<file path="config.mk">
export PLATFORM = sky130hd
export DESIGN_NAME = wdk_top
export DESIGN_NICKNAME = d
export VERILOG_FILES = /design/src/rtl/wdk_pkg.sv /design/src/rtl/wdk_lock.sv /design/src/rtl/wdk_count.sv /design/src/rtl/wdk_fsm.sv /design/src/rtl/wdk_top.sv
export SDC_FILE = /design/constraint.sdc
export NUM_CORES = 1
export LEC_CHECK = 0
export BUFFER_PORTS_ARGS = -buffer_cell sky130_fd_sc_hd__clkbuf_2
export CAP_MARGIN = 25
export CORE_MARGIN = 3
export CORE_UTILIZATION = 45
export CTS_BUF_LIST = sky130_fd_sc_hd__clkbuf_16
export DETAILED_ROUTE_END_ITERATION = 16
export GPL_TIMING_DRIVEN = 1
export PLACE_DENSITY = 0.77
export REMOVE_ABC_BUFFERS = 1
export SLEW_MARGIN = 5
export SYNTH_ARGS = -nofsm -noshare
export SYNTH_HDL_FRONTEND = slang
export SYNTH_SLANG_ARGS = --single-unit
</file>
<file path="constraint.sdc">
create_clock -name clk -period 2.2 [get_ports clk]
set_input_delay 0.22 -clock clk [delete_from_list [all_inputs] [get_ports clk]]
set_output_delay 0.22 -clock clk [all_outputs]
set_load 0.05 [all_outputs]
</file>
<file path="src/rtl/wdk_pkg.sv">
package wdk_pkg;
    typedef enum logic [1:0] {
        WS_HALT  = 2'd0,
        WS_ARMED = 2'd1,
        WS_GRACE = 2'd2,
        WS_SPENT = 2'd3
    } wd_state_t;
endpackage

</file>
<file path="src/rtl/wdk_lock.sv">
module wdk_lock #(
    parameter int KEY_W = 7
) (
    input  logic             clk,
    input  logic             rst_n,
    input  logic             wr_en,
    input  logic [KEY_W-1:0] wr_key,
    input  logic             wr_cmd,
    output logic             accept
);
    logic [KEY_W-1:0] key_q;
    logic             locked_q;

    assign accept = wr_en && (!locked_q || (wr_key == ~key_q));

    always_ff @(posedge clk) begin
        if (!rst_n) begin
            key_q    <= '0;
            locked_q <= 1'b0;
        end else if (accept) begin
            key_q    <= wr_key;
            locked_q <= wr_cmd;
        end
    end

    AST_REJECT_KEEPS_KEY: assert property (@(posedge clk) disable iff (!rst_n)
        (wr_en && !accept) |=> ($stable(key_q) && $stable(locked_q)));
    AST_UNLOCKED_AFTER_STOP: assert property (@(posedge clk) disable iff (!rst_n)
        (accept && !wr_cmd) |=> !locked_q);
endmodule

</file>
<file path="src/rtl/wdk_count.sv">
module wdk_count #(
    parameter int LD_W = 9
) (
    input  logic            clk,
    input  logic            rst_n,
    input  logic            load,
    input  logic [LD_W-1:0] load_val,
    input  logic            run,
    input  logic            tick,
    output logic            expire
);
    logic [LD_W-1:0] cnt_q;
    localparam logic [LD_W-1:0] ONE = LD_W'(1);

    assign expire = run && tick && (cnt_q == ONE);

    always_ff @(posedge clk) begin
        if (!rst_n) begin
            cnt_q <= '0;
        end else if (load) begin
            cnt_q <= load_val;
        end else if (run && tick) begin
            cnt_q <= cnt_q - ONE;
        end
    end

    AST_RUN_NONZERO: assert property (@(posedge clk) disable iff (!rst_n)
        run |-> (cnt_q != '0));
    AST_STOPPED_HOLDS: assert property (@(posedge clk) disable iff (!rst_n)
        (!run && !load) |=> $stable(cnt_q));
    AST_LOAD_TAKES: assert property (@(posedge clk) disable iff (!rst_n)
        load |=> (cnt_q == $past(load_val)));
endmodule

</file>
<file path="src/rtl/wdk_fsm.sv">
module wdk_fsm
    import wdk_pkg::*;
#(
    parameter int LD_W  = 9,
    parameter int GRACE = 1
) (
    input  logic            clk,
    input  logic            rst_n,
    input  logic            accept,
    input  logic            wr_cmd,
    input  logic [LD_W-1:0] wr_cnt,
    input  logic            expire,
    output logic            cnt_load,
    output logic [LD_W-1:0] cnt_val,
    output logic            run,
    output logic            nmi,
    output logic            rst_req
);
    localparam logic [LD_W-1:0] GRACE_V = LD_W'(GRACE);

    wd_state_t state_q, state_d;
    logic      nmi_q, rst_req_q;

    // next-state logic
    always_comb begin
        state_d = state_q;
        if (accept) begin
            state_d = wr_cmd ? WS_ARMED : WS_HALT;
        end else begin
            unique case (state_q)
                WS_HALT:  state_d = WS_HALT;
                WS_ARMED: if (expire) state_d = WS_GRACE;
                WS_GRACE: if (expire) state_d = WS_SPENT;
                WS_SPENT: state_d = WS_SPENT;
                default:  state_d = WS_HALT;
            endcase
        end
    end

    always_ff @(posedge clk) begin
        if (!rst_n) state_q <= WS_HALT;
        else        state_q <= state_d;
    end

    // outputs
    always_ff @(posedge clk) begin
        if (!rst_n) begin
            nmi_q     <= 1'b0;
            rst_req_q <= 1'b0;
        end else begin
            rst_req_q <= 1'b0;
            if (accept) begin
                nmi_q <= 1'b0;
            end else begin
                unique case (state_q)
                    WS_ARMED: if (expire) nmi_q <= 1'b1;
                    WS_GRACE: if (expire) rst_req_q <= 1'b1;
                    default: ;
                endcase
            end
        end
    end

    assign run      = (state_q == WS_ARMED) || (state_q == WS_GRACE);
    assign cnt_load = accept || (expire && (state_q == WS_ARMED));
    assign cnt_val  = accept ? wr_cnt : GRACE_V;
    assign nmi      = nmi_q;
    assign rst_req  = rst_req_q;

    AST_NMI_DROPS: assert property (@(posedge clk) disable iff (!rst_n)
        accept |=> !nmi);
    AST_NMI_FROM_ARMED: assert property (@(posedge clk) disable iff (!rst_n)
        $rose(nmi) |-> ($past(state_q) == WS_ARMED));
    AST_RST_ONE_CYCLE: assert property (@(posedge clk) disable iff (!rst_n)
        rst_req |=> !rst_req);
    AST_RST_AFTER_NMI: assert property (@(posedge clk) disable iff (!rst_n)
        rst_req |-> (nmi && state_q == WS_SPENT));
    AST_SPENT_QUIET: assert property (@(posedge clk) disable iff (!rst_n)
        (state_q == WS_SPENT) |-> !run);
    AST_NMI_HOLDS: assert property (@(posedge clk) disable iff (!rst_n)
        (nmi && !accept) |=> nmi);
endmodule

</file>
<file path="src/rtl/wdk_top.sv">
module wdk_top
    import wdk_pkg::*;
#(
    parameter int KEY_W  = 7,
    parameter int CNT_W  = 8,
    parameter int GRACE  = 1,
    parameter int DATA_W = 32
) (
    input  logic              clk,
    input  logic              rst_n,
    input  logic              wr_en,
    input  logic [DATA_W-1:0] wr_data,
    input  logic              tick,
    output logic              nmi,
    output logic              rst_req
);
    localparam int CMD_BIT = CNT_W;
    localparam int KEY_LSB = CNT_W + 1;
    localparam int USED_W  = KEY_LSB + KEY_W;
    localparam int LD_W    = CNT_W + 1;

    logic [KEY_W-1:0] f_key;
    logic             f_cmd;
    logic [CNT_W-1:0] f_cnt;
    logic [LD_W-1:0]  f_cnt_ext;
    logic             unused_hi;

    assign f_key     = wr_data[KEY_LSB +: KEY_W];
    assign f_cmd     = wr_data[CMD_BIT];
    assign f_cnt     = wr_data[CNT_W-1:0];
    assign f_cnt_ext = (f_cnt == '0) ? (LD_W'(1) << CNT_W) : {1'b0, f_cnt};
    assign unused_hi = ^wr_data[DATA_W-1:USED_W];

    logic            accept, expire, cnt_load, run;
    logic [LD_W-1:0] cnt_val;

    wdk_lock #(.KEY_W(KEY_W)) u_lock (
        .clk    (clk),
        .rst_n  (rst_n),
        .wr_en  (wr_en),
        .wr_key (f_key),
        .wr_cmd (f_cmd),
        .accept (accept)
    );

    wdk_count #(.LD_W(LD_W)) u_count (
        .clk      (clk),
        .rst_n    (rst_n),
        .load     (cnt_load),
        .load_val (cnt_val),
        .run      (run),
        .tick     (tick),
        .expire   (expire)
    );

    wdk_fsm #(.LD_W(LD_W), .GRACE(GRACE)) u_fsm (
        .clk      (clk),
        .rst_n    (rst_n),
        .accept   (accept),
        .wr_cmd   (f_cmd),
        .wr_cnt   (f_cnt_ext),
        .expire   (expire),
        .cnt_load (cnt_load),
        .cnt_val  (cnt_val),
        .run      (run),
        .nmi      (nmi),
        .rst_req  (rst_req)
    );

    AST_ZERO_IS_FULL: assert property (@(posedge clk) disable iff (!rst_n)
        (accept && f_cnt == '0) |-> (cnt_val > LD_W'((1 << CNT_W) - 1)));
endmodule

</file>
# Yosys cells after proc, flatten, opt, wreduce, memory -nomap -nowiden
# Index checks and enable logic that the tools add are counted.
[totals] register_bits=21 latch_bits=0 mem_bits_rw=0 rom_bits=0 in_bits=36 out_inout_bits=2 n_memories=0
[op_classes] addsub=1 n_mul=0 div=0 magnitude_cmp=0 eq_ne=7 n_shift=0 mux=10 n_bitwise=3 reduce_logical=15
[op_table] operator="$mux 9" count=4
[op_table] operator="$eq 9x1->1 const B" count=1
[op_table] operator="$sub 9x1->9 const B" count=1
[op_table] operator="$logic_not 8->1" count=1
[op_table] operator="$pmux 2 s4" count=1
[op_table] operator="$eq 7x7->1" count=1
[op_table] operator="$not 7->7" count=1
[op_table] operator="$mux 2" count=3
[op_table] operator="$ne 3x1->1 const B" count=2
[op_table] operator="$eq 2x2->1 const B" count=2
[op_table] operator="$logic_and 1x1->1" count=4
[op_table] operator="$reduce_and 2->1" count=2
[op_table] operator="$logic_or 1x1->1" count=3
[op_table] operator="$reduce_or 3->1" count=1
[op_table] operator="$eq 2x1->1 const B" count=1
[op_table] operator="$logic_not 2->1" count=1
[op_table] operator="$mux 1" count=2
[op_table] operator="$not 1->1" count=2
[op_table] operator="$reduce_bool 2->1" count=1
[op_table] operator="$reduce_or 2->1" count=1
[op_table] operator="$logic_not 1->1" count=1

# Logic depth before layout (Yosys ltp)
# Gate-level depths: netlist (run 1).
[depth] word_depth=7 mapped_depth=7 mapped_depth_nobuf=7

# Hierarchy
# A second synthesis (run 1) with hierarchy kept.
[hier_totals] hier_cells=160 area_unflattened_um2=1342.5
[modules_own_cells] mod="wdk_count" instances=1 cells_per_inst=68 area_each_um2=593.1 seq_area_each_um2=180.2
[modules_own_cells] mod="wdk_lock" instances=1 cells_per_inst=45 area_each_um2=401.6 seq_area_each_um2=160.2
[modules_own_cells] mod="wdk_fsm" instances=1 cells_per_inst=36 area_each_um2=292.8 seq_area_each_um2=80.1
[modules_own_cells] mod="wdk_top" instances=1 cells_per_inst=11 area_each_um2=55.1 seq_area_each_um2=0.0

# Least setup slack after synthesis (run 1)
# Ideal clock, no wire load.
[synth_path] path_kind="register to register" from="register u_fsm.state_q[0]" to="register u_count.cnt_q[3]" t_arrival_ns=1.697 slack_ns=0.417 path_stages_with_launch=8 period_less_slack_ns=1.783 path_cell_list="dfxtp_1 -> inv_1 -> ha_1 -> nand2_2 -> or4_1 -> nor3b_1 -> a21oi_1 -> a211oi_1"
[synth_between] elab_chain_cells=7 elab_cells_between_ends=9
[synth_lines] item="start, declared" line="wdk_fsm.sv:21" source="wd_state_t state_q, state_d;"
[synth_lines] item="start signal, assigned" line="wdk_fsm.sv:42" source="else state_q <= state_d;"
[synth_lines] item="$eq 2x1->1 or $eq 2x2->1 (tied branches)" line="wdk_fsm.sv:64, wdk_fsm.sv:65"
[synth_lines] item="$logic_or 1x1->1" line="wdk_fsm.sv:64" source="assign run = (state_q == WS_ARMED) || (state_q == WS_GRACE);"
[synth_lines] item="$logic_and 1x1->1" line="wdk_count.sv:15, wdk_count.sv:22"
[synth_lines] item="$logic_and 1x1->1" line="wdk_count.sv:15" source="assign expire = run && tick && (cnt_q == ONE);"
[synth_lines] item="$logic_and 1x1->1" line="wdk_fsm.sv:65" source="assign cnt_load = accept || (expire && (state_q == WS_ARMED));"
[synth_lines] item="$logic_or 1x1->1" line="wdk_fsm.sv:65"
[synth_lines] item="$mux 9 or $reduce_bool 2->1 (tied branches)"
[synth_lines] item="end signal, assigned" line="wdk_count.sv:21" source="cnt_q <= load_val;"
[synth_lines] item="end signal, assigned" line="wdk_count.sv:23" source="cnt_q <= cnt_q - ONE;"
[synth_lines] item="end, declared" line="wdk_count.sv:12" source="logic [LD_W-1:0] cnt_q;"
# Several ways; a longest one is shown, not always the timed one.
# A chain may end at the register's enable or synchronous reset.

# Worst setup path in the final report (run 1)
# Ends and elaborated chain as after synthesis.

==> results of run 1 <==
## where the power goes
part / switching [uW] / internal (uW)
Clock: 134 / 242
Combinational: 113 / 103
Sequential: 36.0 / 411
## metrics by stage
stage	total power [uW]	setup slack (ns)	instances	hold slack, ns	utilization [%]
after global placement	659	0.288	182	0.451	53.1
after global routing	1100	0.0897	186	0.263	56.2
after floorplan	608	-0.223	130	0.358	-
after CTS	1050	0.208	186	0.225	56.2
final	1040	0.213	186	0.221	56.2
after detailed placement	670	0.237	182	0.482	53.1
## routing by layer
layer,wire length [um],track usage [%],up-vias
li1,-,-,528
met1,1090,20.7,469
met2,1150,27.4,31
met3,165,4.75,0
met4,0,2.32,0
met5,0,0,-
## layout by cell type, fill, tap and decap left out
cell type / netlist / routed
or4_1: 1 / 1
nand4b_1: 1 / 1
and4bb_2: 1 / 1
a311oi_1: 2 / 2
or4_4: 1 / 1
xnor2_1: 8 / 8
a21oi_1: 11 / 11
clkbuf_2: 0 / 21
dfxtp_1: 21 / 21
nand4_1: 2 / 2
buf_4: 1 / 1
o41ai_1: 1 / 1
xor2_1: 2 / 2
nand3_1: 2 / 2
inv_1: 9 / 10
nor4_1: 4 / 4
clkbuf_16: 0 / 3
nor3b_1: 2 / 2
a211oi_1: 5 / 5
nand2_1: 2 / 2
a31oi_1: 2 / 2
and3_1: 1 / 1
nor2_1: 21 / 21
ha_1: 6 / 6
nor2b_1: 2 / 2
o21ai_0: 4 / 4
nor4_4: 2 / 2
a22oi_1: 2 / 2
nor3_1: 1 / 1
o21a_1: 1 / 1
nand2_2: 1 / 1
and3b_1: 1 / 1
a2bb2oi_2: 0 / 1
mux2i_1: 10 / 10
## synthesized netlist by cell type
cell type  instances  area (um2)
dfxtp_1           21         420
nor2_1            21        78.8
a21oi_1           11        55.1
mux2i_1           10         100
inv_1              9        33.8
xnor2_1            8        70.1
ha_1               6        75.1
a211oi_1           5        37.5
nor4_1             4        25.0
o21ai_0            4        20.0
a22oi_1            2        15.0
a311oi_1           2        17.5
a31oi_1            2        12.5
buf_2              2        10.0
nand2_1            2        7.51
nand3_1            2        10.0
nand4_1            2        12.5
nor2b_1            2        12.5
nor3b_1            2        15.0
nor4_4             2        42.5
xor2_1             2        17.5
a2bb2oi_1          1        8.76
and3_1             1        6.26
and3b_1            1        8.76
and4bb_2           1        12.5
buf_4              1        7.51
clkbuf_1           1        3.75
nand2_2            1        6.26
nand4b_1           1        8.76
nor3_1             1        5.00
o21a_1             1        7.51
o41ai_1            1        8.76
or4_1              1        7.51
or4_4              1        11.3
## worst max-delay path by stage
stage,to,cells after the start,from,slack [ns]
after floorplan,u_fsm.state_q[1]$_SDFFE_PN0P_,5,u_lock.key_q[0]$_SDFFE_PN0P_,-0.22
after global placement,u_count.cnt_q[3]$_SDFFE_PN0P_,7,u_fsm.state_q[0]$_SDFFE_PN0P_,0.29
after detailed placement,u_count.cnt_q[3]$_SDFFE_PN0P_,7,u_fsm.state_q[0]$_SDFFE_PN0P_,0.24
after CTS,u_count.cnt_q[3]$_SDFFE_PN0P_,7,u_fsm.state_q[0]$_SDFFE_PN0P_,0.21
after global routing,u_count.cnt_q[3]$_SDFFE_PN0P_,7,u_fsm.state_q[1]$_SDFFE_PN0P_,0.09
final,u_count.cnt_q[3]$_SDFFE_PN0P_,7,u_fsm.state_q[0]$_SDFFE_PN0P_,0.21
## cells by family after synthesis
group,synth area share (%)
buffers and inverters,4.62
XOR/XNOR,7.35
AO/OA/AOI/OAI,15.3
flip-flops,35.3
adder cells (fa/ha/maj),6.30
AND/OR/NAND/NOR,22.7
multiplexers,8.40
## state kept, by name, indices dropped and copies added, names as in the netlist
signal / flops
u_fsm.rst_req: 1
u_count.cnt_q: 9
u_lock.locked_q: 1
u_fsm.state_q: 2
u_fsm.nmi: 1
u_lock.key_q: 7
## final cells by class
type / count / area [um2] / area share [%]
Multi-Input combinational cell: 100 / 722 / 51.4
Clock inverter: 1 / 3.75 / 0.267
Timing Repair Buffer: 22 / 113 / 8.01
Tap cell: 30 / 37.5 / 2.67
Inverter: 9 / 33.8 / 2.40
Clock buffer: 3 / 75.1 / 5.34
Sequential cell: 21 / 420 / 29.9
## worst max-delay path: stages, from the launching register on
cell,delay (ns)
dfxtp_1,0.37
inv_1,0.08
ha_1,0.38
nand2_2,0.14
or4_1,0.44
nor3b_1,0.20
a21oi_1,0.07
a211oi_1,0.22
==> flow_metrics.tcl, run 1 <==
set metrics [dict create \
    outcome "finished, final reports clean" \
    dpl_cell_area_mm2 0.00133 \
    die_w_um 57.5 \
    wire_per_inst_um 12.9 \
    grt_max_degree 29 \
    power_leakage_uw 0.000605 \
    overflow 0 \
    ir_drop_mv 0.705 \
    holdCritStartpoint "wr_data[8]" \
    hp-class "input port to flop" \
    cp.arrival_ns 2.15 \
    vias 1028 \
    cts-buffers-inserted 3 \
    clock_latency_ns 0.25 \
    drive_gt1_share_pct 19.9 \
    cts_tree "done" \
    fin_nets 199 \
    grt_pass1_wl_um 4280 \
    path_clk_slew_ns 0.06 \
    crit_required_ns 2.37 \
    grt_pass1_vias 1007 \
    antenna_cells 0 \
    die_h_um 57.5 \
    cap_violations 0 \
    syn_inst 134 \
    rrSetupSlack_ns 0.21 \
    post_cts_buffers 0 \
    routed_via_density 5.53 \
    path_class "flop to flop" \
    rsz0062_at_grt "false" \
    area_growth_pct 18.0 \
    timing.rr.end "u_count.cnt_q[3]$_SDFFE_PN0P_" \
    finalHoldViolCount 0 \
    route.detailed.drc 0 \
    io_pins 38 \
    antenna_found_initial 0 \
    ys_seq_elements 21 \
    clockRootBuffer "clkbuf_16" \
    h-tree-depth 1 \
    tightest_slew_ns 0.448 \
    ctsHoldBuffers 0 \
    fillers 226 \
    drv_slew 0 \
    avgSynthCellArea_um2 8.89 \
    cts_resized 0 \
    design_area_mm2 0.00141 \
    drt-initial-drc-count 30 \
    cp-end-kind "flop" \
    fin_crit_sh_pct 90.3 \
    portBuffers 21 \
    routabilityCongestion 0.901 \
    yosysSeqAreaShare_pct 35.3 \
    finalSetupViolCount 0 \
    slew_headroom_pct 70.1 \
    core_area_mm2 0.00250 \
    r2r-start "u_fsm.state_q[0]$_SDFFE_PN0P_" \
    synth.distinct_cells 34 \
    grt_usage_pct 16.2 \
    r2r_cells 7 \
    cts_sinks 21 \
    synth_area_mm2 0.00119 \
    dr.pass1.iters 4 \
    skew_ns 0.00383 \
    holdPathStages 3 \
    cp-start-kind "flop" \
    clock_path_buffers 2 \
    start_util_pct 47.6 \
    fmax_mhz 503 \
    cp_max_fo 6 \
    fin_setup_tns_ns 0 \
    finalCriticalPeriod_ns 1.99 \
    dp_hpwl_um 1850 \
    num_rows 18 \
    postRouteAntennaNets 0 \
    drt_wl_total_um 2410 \
    hold_path_end "u_lock.locked_q$_SDFFE_PN0P_" \
    power_density_mw_per_mm2 739 \
    die_area_mm2 0.00330 \
    ys_warn_count 0 \
]
Note: power is estimated with default switching activity, not from simulation.
==> run 2: changes to the inputs <==
Settings changed: BUFFER_PORTS_ARGS -buffer_cell sky130_fd_sc_hd__clkbuf_2 to -buffer_cell sky130_fd_sc_hd__buf_2.
==> run 2 against run 1 <==
Effect of this change:
- first-iteration DRC count fell by 30%
- largest power group unchanged
- via count barely moved
- highest routed layer is now met4
- core utilization rose by 0.050 points
==> flow_metrics.tcl, run 2 (synthesis gave the netlist of run 1 again) <==
set metrics [dict create \
    vias 1027 \
    ir_drop_mv 0.602 \
    hold-worst-slack_ns 0.223 \
    outcome "finished, final reports clean" \
    holdCritStartpoint "wr_data[13]" \
    path_clk_slew_ns 0.06 \
    cts-buffers-inserted 3 \
    dp_hpwl_um 1810 \
    fin_cells 186 \
    finalCriticalPeriod_ns 1.97 \
    power_density_mw_per_mm2 748 \
    holdPathStages 3 \
    fmax_mhz 509 \
    routed_via_density 5.52 \
    crit_required_ns 2.37 \
    critical_path.slowest_cell "or4_1" \
    core_area_mm2 0.00250 \
    fin_nets 199 \
    ctsHoldBuffers 0 \
    tightest_slew_ns 0.445 \
    power_leakage_uw 0.000601 \
    route.detailed.drc 0 \
    hold_path_end "u_lock.key_q[4]$_SDFFE_PN0P_" \
    overflow 0 \
    postRouteAntennaNets 0 \
    largest_reg_flops 9 \
    cp-end-kind "flop" \
    post_cts_buffers 0 \
    antenna_found_initial 0 \
    cp-start-kind "flop" \
    dp.cells 182 \
    cp_cell_sequence "inv_1 > ha_1 > nand2_2 > or4_1 > nor3b_1 > a21oi_1 > a211oi_1" \
    grt_usage_pct 15.4 \
    grt_max_degree 29 \
    rrSetupSlack_ns 0.23 \
    die_h_um 57.5 \
    clockRootBuffer "clkbuf_16" \
    fin_crit_sh_pct 89.4 \
    portBuffers 21 \
    layout_common_cells "nor2_1, buf_2, dfxtp_1, a21oi_1, mux2i_1" \
    area_growth_pct 18.1 \
    skew_ns 0.00173 \
    critPathLaunch "u_fsm.state_q[0]$_SDFFE_PN0P_" \
    cp.arrival_ns 2.14 \
    r2r_cells 7 \
    cts_sinks 21 \
    die_w_um 57.5 \
    cpPeakStageDelay_ns 0.44 \
    slew_headroom_pct 70.3 \
    timing.rr.end "u_count.cnt_q[3]$_SDFFE_PN0P_" \
    clock_latency_ns 0.25 \
    drv_slew 0 \
    h-tree-depth 1 \
    reg_top3 "u_count.cnt_q: 9 flops, u_lock.key_q: 7 flops, u_fsm.state_q: 2 flops" \
    num_rows 18 \
    top_register "u_count.cnt_q" \
    io_pins 38 \
    grt_pass1_wl_um 4020 \
    dr.pass1.iters 4 \
    die_area_mm2 0.00330 \
    start_util_pct 47.6 \
    antenna_cells 0 \
    drive_gt1_share_pct 20.5 \
    fin_setup_tns_ns 0 \
    path_class "flop to flop" \
    fin_util_pct 56.3 \
    cap_violations 0 \
    cts_resized 0 \
    finalHoldViolCount 0 \
    clock_path_buffers 2 \
    cts_tree "done" \
    rsz0062_at_grt "false" \
    cp_top_family "simple AND/OR/NAND/NOR gates" \
    grt_pass1_vias 983 \
    drt_wl_total_um 2390 \
    r2r-start "u_fsm.state_q[0]$_SDFFE_PN0P_" \
    wire_per_inst_um 12.9 \
    hp-class "input port to flop" \
    finalSetupViolCount 0 \
    drt-initial-drc-count 21 \
    worst-path-buf-inv 1 \
    routabilityCongestion 0.895 \
    cp_max_fo 6 \
]
[run 2: worst max-delay path by stage]
stage | slack [ns] | depth (start not counted) | end
4_1_cts | 0.22 | 7 | u_count.cnt_q[3]$_SDFFE_PN0P_
5_1_grt | 0.06 | 7 | u_count.cnt_q[3]$_SDFFE_PN0P_
6_report | 0.23 | 7 | u_count.cnt_q[3]$_SDFFE_PN0P_
2_1_floorplan | -0.22 | 5 | u_fsm.state_q[1]$_SDFFE_PN0P_
3_5_place_dp | 0.25 | 7 | u_count.cnt_q[3]$_SDFFE_PN0P_
3_3_place_gp | 0.28 | 7 | u_count.cnt_q[3]$_SDFFE_PN0P_
[run 2: worst min-delay path, delay by kind of cell]
kind	cells	cell delay (ns)
and+or+nand+nor	1	0.07
muxes	1	0.06
buffers and inverters	1	0.09
[run 2: area by class of cell]
type	instances	area, um2
clock buffers	3	75.1
multi-input cells	100	722
repair buffers	22	113
inverters	9	33.8
well taps	30	37.5
fillers	227	1090
flip-flops and latches	21	420
clock inverters	1	5.00
[run 2: routing by layer]
layer | GRT usage [%] | vias up | part of all wire, %
li1 | - | 527 | -
met3 | 3.17 | 2 | 6.0
met1 | 18.8 | 473 | 46
met2 | 26.6 | 25 | 47
met4 | 5.63 | 0 | 1.0
met5 | 0 | - | 0
[run 2: power breakdown]
group	internal (uW)	switching, uW
combinational	103	112
clock	244	146
sequential	410	35.7
[run 2: through the flow]
step	total power [uW]	area, um2	setup slack, ns
6_report	1050	1410	0.234
5_1_grt	1100	1410	0.0559
4_1_cts	1060	1410	0.222
3_5_place_dp	668	1330	0.250
3_3_place_gp	659	1330	0.278
2_1_floorplan	608	1170	-0.223
==> run 3: changes to the inputs <==
Settings changed: CORE_MARGIN 3 to 10.
==> run 3 against run 2 <==
Effect of this change:
- critical path depth did not move
- count of clock-buffer cells in the layout unchanged
- core utilization fell by 0.050 points
- power decreased by 1.3%
- largest power group unchanged
- highest routed layer unchanged
==> flow_metrics.tcl, run 3 (synthesis gave the netlist of run 1 again) <==
set metrics [dict create \
    clock_path_buffers 2 \
    finalCriticalPeriod_ns 1.98 \
    critical_path.slowest_cell "or4_1" \
    drive_gt1_share_pct 19.9 \
    tightest_slew_ns 0.464 \
    wire_per_inst_um 14.0 \
    route.detailed.drc 0 \
    hold_path_end "u_lock.locked_q$_SDFFE_PN0P_" \
    ctsHoldBuffers 0 \
    crit_required_ns 2.36 \
    r2r_cells 7 \
    power_density_mw_per_mm2 739 \
    fin_crit_sh_pct 90.0 \
    finalHoldViolCount 0 \
    cp-end-kind "flop" \
    holdCritStartpoint "wr_data[8]" \
    drt_wl_total_um 2600 \
    cp-start-kind "flop" \
    antenna_found_initial 0 \
    die_h_um 71.5 \
    routabilityCongestion 0.886 \
    rsz0062_at_grt "false" \
    skew_ns 0.00328 \
    antenna_cells 0 \
    finalSetupViolCount 0 \
    num_rows 18 \
    core_area_mm2 0.00250 \
    layout_common_cells "nor2_1, buf_2, dfxtp_1, a21oi_1" \
    grt_pass1_wl_um 4590 \
    portBuffers 21 \
    cp_max_fo 6 \
    drv_slew 0 \
    dp_hpwl_um 2040 \
    cts_sinks 21 \
    fin_setup_tns_ns 0 \
    vias 1031 \
    power_leakage_uw 0.000603 \
    r2r-start "u_fsm.state_q[1]$_SDFFE_PN0P_" \
    ir_drop_mv 0.479 \
    grt_usage_pct 10.5 \
    cts_tree "done" \
    clockRootBuffer "clkbuf_16" \
    timing.rr.end "u_count.cnt_q[3]$_SDFFE_PN0P_" \
    io_pins 38 \
    die_area_mm2 0.00511 \
    clock_latency_ns 0.25 \
    largest_reg_flops 9 \
    hp-class "input port to flop" \
    cpPeakStageDelay_ns 0.44 \
    start_util_pct 47.6 \
    hold-worst-slack_ns 0.219 \
    dr.pass1.iters 5 \
    overflow 0 \
    cp.arrival_ns 2.14 \
    slew_headroom_pct 69.0 \
    cp_cell_sequence "inv_1 > ha_1 > nand2_2 > or4_1 > nor3b_1 > a21oi_1 > a211oi_1" \
    cts_resized 0 \
    cap_violations 0 \
    rrSetupSlack_ns 0.22 \
    holdPathStages 3 \
    path_clk_slew_ns 0.06 \
    fmax_mhz 505 \
    outcome "finished, final reports clean" \
    grt_max_degree 29 \
    post_cts_buffers 0 \
    cts-buffers-inserted 3 \
    top_register "u_count.cnt_q" \
    grt_pass1_vias 1072 \
    die_w_um 71.5 \
    postRouteAntennaNets 0 \
    path_class "flop to flop" \
    reg_top3 "u_count.cnt_q: 9 flops, u_lock.key_q: 7 flops, u_fsm.state_q: 2 flops" \
    drt-initial-drc-count 62 \
    fin_nets 199 \
    routed_via_density 5.54 \
    h-tree-depth 1 \
    area_growth_pct 18.0 \
]
[run 3: changes by cell type in the layout (fill, tap and decap cells not counted)]
cell	before	now
clkinv_2	1	0
inv_1	9	10
[run 3: worst max path at each step]
| stage | depth (start not counted) | end | slack, ns | start |
|---|---|---|---|---|
| final | 7 | u_count.cnt_q[3]$_SDFFE_PN0P_ | 0.22 | u_fsm.state_q[1]$_SDFFE_PN0P_ |
| after detailed placement | 7 | u_count.cnt_q[3]$_SDFFE_PN0P_ | 0.24 | u_fsm.state_q[1]$_SDFFE_PN0P_ |
| after floorplan | 5 | u_fsm.state_q[1]$_SDFFE_PN0P_ | -0.22 | u_lock.key_q[0]$_SDFFE_PN0P_ |
| after global routing | 7 | u_count.cnt_q[3]$_SDFFE_PN0P_ | 0.02 | u_fsm.state_q[1]$_SDFFE_PN0P_ |
| after global placement | 7 | u_count.cnt_q[3]$_SDFFE_PN0P_ | 0.28 | u_fsm.state_q[0]$_SDFFE_PN0P_ |
| after CTS | 7 | u_count.cnt_q[3]$_SDFFE_PN0P_ | 0.22 | u_fsm.state_q[1]$_SDFFE_PN0P_ |
[run 3: report_power, final]
| group | leakage, uW | total, uW | internal [uW] | switching (uW) |
|---|---|---|---|---|
| registers | 0.000173 | 446 | 411 | 35.2 |
| logic | 0.000387 | 216 | 103 | 113 |
| clock network | 0.0000423 | 376 | 242 | 134 |
| total | 0.000603 | 1040 | 755 | 283 |
[run 3: cell type report]
class / instances / area, um2
Inverter: 9 / 33.8
Clock buffer: 3 / 75.1
Clock inverter: 1 / 3.75
Fill cell: 232 / 1090
Multi-Input combinational cell: 100 / 722
Timing Repair Buffer: 22 / 113
Sequential cell: 21 / 420
Tap cell: 30 / 37.5
[run 3: per-stage QoR]
step | total power [uW] | cells | instance area [um2] | utilization (%) | worst slack, ns
after global placement | 658 | 182 | 1330 | 53.1 | 0.283
after global routing | 1100 | 186 | 1410 | 56.2 | 0.0157
after CTS | 1050 | 186 | 1410 | 56.2 | 0.218
final | 1040 | 186 | 1410 | 56.2 | 0.221
after detailed placement | 670 | 182 | 1330 | 53.1 | 0.240
after floorplan | 608 | 130 | 1170 | - | -0.223
[run 3: worst max-delay path, delay by kind of cell (launching register included)]
| kind | cells | cell delay (ns) |
|---|---|---|
| buf+inv | 1 | 0.09 |
| flops | 1 | 0.37 |
| compound gates | 2 | 0.29 |
| simple gates | 3 | 0.76 |
| fa+ha+maj | 1 | 0.38 |
[run 3: per-layer routing]
layer	GRT usage (%)	routed length, um
met5	0	0
met4	1.29	14
met3	5.10	216
met2	18.1	1170
met1	11.8	1200
